$ cat src/rtl/csa_pkg.sv
package csa_pkg;

  function automatic logic fa_sum(input logic x, input logic y, input logic c);
    return x ^ y ^ c;
  endfunction

  function automatic logic fa_carry(input logic x, input logic y, input logic c);
    return (x & y) | (x & c) | (y & c);
  endfunction

endpackage

$ cat src/rtl/csa_ripple.sv
module csa_ripple #(
  parameter int W = 16
) (
  input  logic [W-1:0] x_i,
  input  logic [W-1:0] y_i,
  input  logic         c_i,
  output logic [W-1:0] s_o,
  output logic         c_o
);
  import csa_pkg::*;

  logic [W:0] chain;
  assign chain[0] = c_i;

  for (genvar k = 0; k < W; k++) begin : g_bit
    assign s_o[k]       = fa_sum(x_i[k], y_i[k], chain[k]);
    assign chain[k + 1] = fa_carry(x_i[k], y_i[k], chain[k]);
  end

  assign c_o = chain[W];
endmodule

$ cat src/rtl/csa_unit.sv
module csa_unit #(
  parameter int W     = 16,
  parameter int SPLIT = 0
) (
  input  logic [W-1:0] x_i,
  input  logic [W-1:0] y_i,
  input  logic         c_i,
  output logic [W-1:0] s_o,
  output logic         c_o
);
  if (SPLIT == 0) begin : g_flat
    csa_ripple #(.W(W)) rip_i (
      .x_i(x_i), .y_i(y_i), .c_i(c_i), .s_o(s_o), .c_o(c_o)
    );
  end else begin : g_split
    localparam int LW = W / 2;
    localparam int HW = W - LW;

    logic [LW-1:0] lo_s;
    logic          lo_c;
    logic [HW-1:0] h0_s, h1_s;
    logic          h0_c, h1_c;

    csa_ripple #(.W(LW)) lo_i (
      .x_i(x_i[LW-1:0]), .y_i(y_i[LW-1:0]), .c_i(c_i), .s_o(lo_s), .c_o(lo_c)
    );
    csa_ripple #(.W(HW)) h0_i (
      .x_i(x_i[W-1:LW]), .y_i(y_i[W-1:LW]), .c_i(1'b0), .s_o(h0_s), .c_o(h0_c)
    );
    csa_ripple #(.W(HW)) h1_i (
      .x_i(x_i[W-1:LW]), .y_i(y_i[W-1:LW]), .c_i(1'b1), .s_o(h1_s), .c_o(h1_c)
    );

    always_comb begin
      if (lo_c) begin
        s_o = {h1_s, lo_s};
        c_o = h1_c;
      end else begin
        s_o = {h0_s, lo_s};
        c_o = h0_c;
      end
    end
  end
endmodule

$ cat src/rtl/csa_adder.sv
module csa_adder #(
  parameter int W     = 32,
  parameter int SPLIT = 0
) (
  input  logic         clk,
  input  logic         rst_n,
  input  logic [W-1:0] a_i,
  input  logic [W-1:0] b_i,
  output logic [W-1:0] sum_o,
  output logic         cout_o
);
  localparam int LW = W / 2;
  localparam int HW = W - LW;

  logic [LW-1:0] lo_s;
  logic          lo_c;
  logic [HW-1:0] h0_s, h1_s;
  logic          h0_c, h1_c;
  logic [W-1:0]  sum_d, sum_q;
  logic          cout_d, cout_q;

  // lower half: carry in tied low
  csa_unit #(.W(LW), .SPLIT(SPLIT)) lo_i (
    .x_i(a_i[LW-1:0]), .y_i(b_i[LW-1:0]), .c_i(1'b0), .s_o(lo_s), .c_o(lo_c)
  );
  // upper half, both carry assumptions in parallel
  csa_unit #(.W(HW), .SPLIT(SPLIT)) h0_i (
    .x_i(a_i[W-1:LW]), .y_i(b_i[W-1:LW]), .c_i(1'b0), .s_o(h0_s), .c_o(h0_c)
  );
  csa_unit #(.W(HW), .SPLIT(SPLIT)) h1_i (
    .x_i(a_i[W-1:LW]), .y_i(b_i[W-1:LW]), .c_i(1'b1), .s_o(h1_s), .c_o(h1_c)
  );

  // next-state: select upper candidate by lower carry
  always_comb begin
    if (lo_c) begin
      sum_d  = {h1_s, lo_s};
      cout_d = h1_c;
    end else begin
      sum_d  = {h0_s, lo_s};
      cout_d = h0_c;
    end
  end

  // result register
  always_ff @(posedge clk or negedge rst_n) begin
    if (!rst_n) begin
      sum_q  <= '0;
      cout_q <= 1'b0;
    end else begin
      sum_q  <= sum_d;
      cout_q <= cout_d;
    end
  end

  assign sum_o  = sum_q;
  assign cout_o = cout_q;

  // outputs cleared under reset
  p_rst_clear_r1: assert property (@(posedge clk)
    !rst_n |-> (sum_o == '0 && cout_o == 1'b0));

  // registered result is the full sum of last cycle's operands
  p_result_r2: assert property (@(posedge clk) disable iff (!rst_n)
    $past(rst_n) |-> ({cout_o, sum_o} == ($past({1'b0, a_i}) + $past({1'b0, b_i}))));

  // carry-in-one candidate is exactly one above the carry-in-zero candidate
  p_cand_step_r3: assert property (@(posedge clk) disable iff (!rst_n)
    {h1_c, h1_s} == ({h0_c, h0_s} + {{HW{1'b0}}, 1'b1}));

  // an upper carry with no incoming carry implies a carry with one
  p_carry_mono_r4: assert property (@(posedge clk) disable iff (!rst_n)
    h0_c |-> h1_c);

  // lower half equals the plain lower-operand sum, no carry in
  p_low_half_r6: assert property (@(posedge clk) disable iff (!rst_n)
    {lo_c, lo_s} == ({1'b0, a_i[LW-1:0]} + {1'b0, b_i[LW-1:0]}));
endmodule

$ cat config.mk
export PLATFORM = sky130hd
export DESIGN_NAME = csa_adder
export DESIGN_NICKNAME = d
export VERILOG_FILES = /design/src/rtl/csa_pkg.sv /design/src/rtl/csa_ripple.sv /design/src/rtl/csa_unit.sv /design/src/rtl/csa_adder.sv
export SDC_FILE = /design/constraint.sdc
export NUM_CORES = 1
export LEC_CHECK = 0
export BUFFER_PORTS_ARGS = -buffer_cell sky130_fd_sc_hd__buf_2
export CORE_ASPECT_RATIO = 1.75
export CORE_MARGIN = 8
export CORE_UTILIZATION = 45
export DETAILED_ROUTE_END_ITERATION = 10
export HOLD_SLACK_MARGIN = 0.05
export PLACE_DENSITY = 0.77
export SLEW_MARGIN = 20
export SYNTH_ARGS = -nofsm -noshare
export SYNTH_HDL_FRONTEND = slang
export SYNTH_SLANG_ARGS = --single-unit
$ cat constraint.sdc
create_clock -name clk -period 0.8 [get_ports clk]
set_input_delay 0.16 -clock clk [delete_from_list [all_inputs] [get_ports clk]]
set_output_delay 0.16 -clock clk [all_outputs]
set_load 0.05 [all_outputs]
* Word level (Yosys, flattened, before mapping) *
Cells that the tools add are included.

cells by class
  shift-type cells = 0
  divide/modulo/power cells = 0
  $lt $le $gt $ge = 0
  multipliers = 0
  reductions and logical operators = 0
  multiplexer cells = 2
  equal/unequal tests = 0
  bitwise logic cells = 292
  add/sub/neg operators = 0

operator list
  operator       number
  $and A1 B1 Y1  122
  $or A1 B1 Y1   92
  $xor A1 B1 Y1  77
  $mux W32       1
  $mux W1        1
  $not A1 Y1     1

word-level totals
  latch bits = 0
  output and inout bits = 33
  bits in writable memories = 0
  memory bits (read-only) = 0
  memories kept = 0
  logic and storage cells = 296
  input bits = 66
  bits in registers = 33

* Logic depth before layout (Yosys ltp) *
  depth after elaboration = 49
  mapped depth = 22
  gate-level depth less buffers = 22

* Hierarchy *
Synthesis repeated with hierarchy kept, for this count alone.

second synthesis, totals
  cells, all modules = 132
  area, all modules = 2167.1 um^2

modules (own cells, without submodules)
  module      cells an instance  instances  area an instance (um^2)  sequential area each (um^2)
  csa_adder   54                 1          1093.5                   825.8
  csa_ripple  26                 3          357.8                    0.0

* Worst setup path before layout *
Ideal clock, no wire load.

  path kind = input-to-reg
  start = input port a_i[0]
  end = register sum_q[31], in the netlist sum_o[31]
  buffers on the path = 0
  arrival time = 7.069 ns
  setup time = 0.082 ns
  cell stages on the path = 22
  slack = -6.351 ns
  required time = 0.718 ns
  path through = ha_1 > fa_1 > fa_1 > fa_1 > fa_1 > fa_1 > fa_1 > fa_1 > fa_1 > fa_1 > fa_1 > fa_1 > fa_1 > fa_1 > fa_1 > fa_1 > nor2b_1 > o22ai_2 > a21oi_4 > o211ai_1 > a221o_1 > a31oi_1

between the ends
  word-level cells in the longest chain between the ends = 47

ends and longest elaborated chain
  what                    RTL line         text
  start: declaration      csa_adder.sv:7   input logic [W-1:0] a_i,
  $and A1 B1 Y1 (*)       csa_pkg.sv:8     return (x & y) | (x & c) | (y & c);
  $and A1 B1 Y1           csa_pkg.sv:8
  $or A1 B1 Y1            csa_pkg.sv:8
  $or A1 B1 Y1 (*)        csa_pkg.sv:8
  $and A1 B1 Y1           csa_pkg.sv:8
  $or A1 B1 Y1            csa_pkg.sv:8
  $or A1 B1 Y1 (*)        csa_pkg.sv:8
  $and A1 B1 Y1           csa_pkg.sv:8
  (+32 left out)          --
  $and A1 B1 Y1           csa_pkg.sv:8
  $or A1 B1 Y1            csa_pkg.sv:8
  $or A1 B1 Y1 (*)        csa_pkg.sv:8
  $and A1 B1 Y1           csa_pkg.sv:8
  $or A1 B1 Y1            csa_pkg.sv:8
  $or A1 B1 Y1 (*)        csa_pkg.sv:8
  $mux W32 (*)            csa_adder.sv:36  if (lo_c) begin
  net sum_d[31]           csa_adder.sv:19  logic [W-1:0] sum_d, sum_q;
  end signal: assignment  csa_adder.sv:51  sum_q <= sum_d;
  end: declaration        csa_adder.sv:19

The timed path passes the listed nets; every way through them passes the cells marked *.

* Worst setup path after layout *
  start = input port a_i[0]
  end = register sum_q[28], in the netlist sum_o[28]

Same word-level chain as after synthesis.

==> qor.txt <==
Overall Global Routing Usage - 18.2%
Top_reg_cell synth - dfrtp_1
Setup Viol. Count Final - 64
Fillers - 289
Die Y - 104 um
Placed instance count - 344
FP Rows - 32
Post-synth cell types - 41
Most numerous cell in the Yosys netlist - dfrtp_1
DR vias/cell - 5.08
Worst hold start - b_i[0]
Share of cells above drive strength 1 - 59.7%
Hold WS - 0.0930 ns
Max Root-Sink Buffers - 2
Vias post-DR - 1,807
Leak - 1.56 nW
Cell area power density - 2100 nW/um^2
Initial antenna violation count - 0
Status - finished, violations left
Num ports - 99
Area Overhead vs Synth - 64.1%
Number of H-tree levels - 2
Top post-synthesis cells by area - dfrtp_1 42%, fa_1 15%, ha_1 11%, nor2_1 3.6%, xnor2_1 2.6%
TNS Setup - -137.55 ns
Slew HR - 72.9%
Die W - 66.2 um
GR Overflow Total - 0
Post-synthesis sequential area ratio - 41.6%
Violated checks - setup timing
Hpwl dp - 4.85 mm
Register clock-pin slew on the reported worst setup and hold paths - 0.07 ns
Starting Density - 45.9%
Initial drt markers - 58
CTS root buf - clkbuf_8
Syn Area/Cell - 12.3 um^2
Max Clk Rate - 152 MHz
Core area - 4320 um^2
CP Data Required Time - 0.97 ns
Hold depth - 2
Place WS - -6.13 ns
Worst hold-check path type - in -> reg
Post-Route WL - 6.00 mm
Period utilization - 821%
NumNets Final - 403
Slew @ Worst Pin - 0.403 ns
RSZ-0062 raised after global routing - true
GP Congestion - 0.818
Post-Syn Area - 1990 um^2
Post-synth top cells - 33 x dfrtp_1, 19 x nor2_1, 18 x ha_1, 15 x fa_1, 8 x nor3_1
Final worst setup slack - -5.77 ns
Max Cap Violations - 0
Post-synth top area share - 41.6%
Ant diodes - 0
Crit path DAT - 6.74 ns
IO buf count - 98
Tmin final - 6.57 ns
Maximum number of pins on one net before global-route repair - 34
Antenna-violating nets left - 0
Pre-antenna DRT Iters - 4
CP endpoint kind - flop
Critical-path maximum fanout - 8
CTS buffer count - 5
Number of global-route vias before repair - 2,093
# DRC - 0
CP startpoint kind - input port
Cell taking the most area after synthesis - dfrtp_1
Slew Limit Fails - 0
First-pass GRT wire length - 9.57 mm
Peak VDD IR - 1.81 mV
Syn Nets - 261
CP Class - in -> reg
Yosys warning total - 0
Die area - 6880 um^2
#FFs+latches synth - 33
Post-synth EDFFs - 0
Clock Sinks - 33
Cell Count, Final, Fillers Out - 356
Fin. Hold Viols - 0
CTS tree - built
Drt wl/cell - 16.8 um
Critical Path Source - a_i[0]
Async S/R FF share, synth - 100%
Syn Inst Count - 162
## routing by layer
layer / global-route usage (%) / wire length, um / up-vias
met5: 0 / 0 / -
met4: 12.0 / 308 / 0
met3: 4.10 / 336 / 23
met2: 34.8 / 3620 / 71
met1: 15.3 / 1730 / 854
li1: - / - / 859
## final cells by class
type                       instances  area (um^2)  area share (%)
multi-input combinational        126         1270            38.9
sequential                        33          826            25.3
timing repair buffer             135         1010            30.9
clock buffer                       6         72.6            2.23
inverter                           3         11.3           0.346
tap                               51         63.8            1.96
clock inverter                     2         10.0           0.307
## worst max-delay path: stages
cell	delay, ns
buf_8	0.10
ha_4	0.15
fa_2	0.34
fa_2	0.34
fa_2	0.35
fa_2	0.36
fa_2	0.35
fa_2	0.36
fa_2	0.37
fa_2	0.35
fa_2	0.35
fa_2	0.35
fa_2	0.36
fa_2	0.36
fa_2	0.36
fa_2	0.34
fa_2	0.38
and2b_2	0.24
o22ai_4	0.15
a21oi_4	0.11
nor2_4	0.26
o21ai_2	0.08
xor2_1	0.16
## through the flow
stage          cell area, um^2  power [W]  utilization [%]
2_1_floorplan             2070    0.00405                -
3_3_place_gp              2880    0.00500             66.6
3_5_place_dp              2880    0.00510             66.6
4_1_cts                   3210    0.00683             74.3
5_1_grt                   3260    0.00716             75.3
6_report                  3260    0.00685             75.3
## where the power goes
group / switching, W / internal (W)
clock: 0.000608 / 0.000602
sequential: 0.000174 / 0.00201
combinational: 0.00207 / 0.00139
## state kept, by name (all words and copies together), names as in the netlist
register  count
cout_o        1
sum_o        32
## path summary, 6_finish.rpt
path | endpoint | slack, ns
worst max-delay path | sum_o[28]$_DFF_PN0_ | -5.77
worst min-delay path | sum_o[0]$_DFF_PN0_ | 0.09
max in group asynchronous | sum_o[11]$_DFF_PN0_ | 0.27
min in group asynchronous | sum_o[25]$_DFF_PN0_ | 0.36
## logic make-up after synthesis
| group | after synthesis | synth area share (%) |
|---|---|---|
| and+or+nand+nor | 48 | 12.7 |
| AOI/OAI and AO/OA | 33 | 13.4 |
| buffers and inverters | 3 | 0.567 |
| DFF | 33 | 41.6 |
| xor gates and xnor gates | 12 | 5.29 |
| adders and majority gates | 33 | 26.5 |
## layout by cell type (no fill, tap or decap), drive strengths merged, types with 3 or more instances in the layout
master  synthesis  layout
a21oi           4       4
buf             0     134
clkbuf          0       6
dfrtp          33      33
fa             15      15
ha             18      18
inv             3       3
nand2           4       4
nor2           21      21
nor2b           3       3
nor3           10      10
nor4            3       3
o21a            3       3
o21ai           7       7
xnor2           6       6
xor2            6       6
## timing repair
action	CTS	global route
hold buffers	1	0
resized for setup	73	8
endpoints found under the setup margin	64	64
buffers inserted	1	2
endpoints found under the hold margin	33	0
pin swaps	4	2
cloned	0	0
Power figures use the tool's default switching activity.
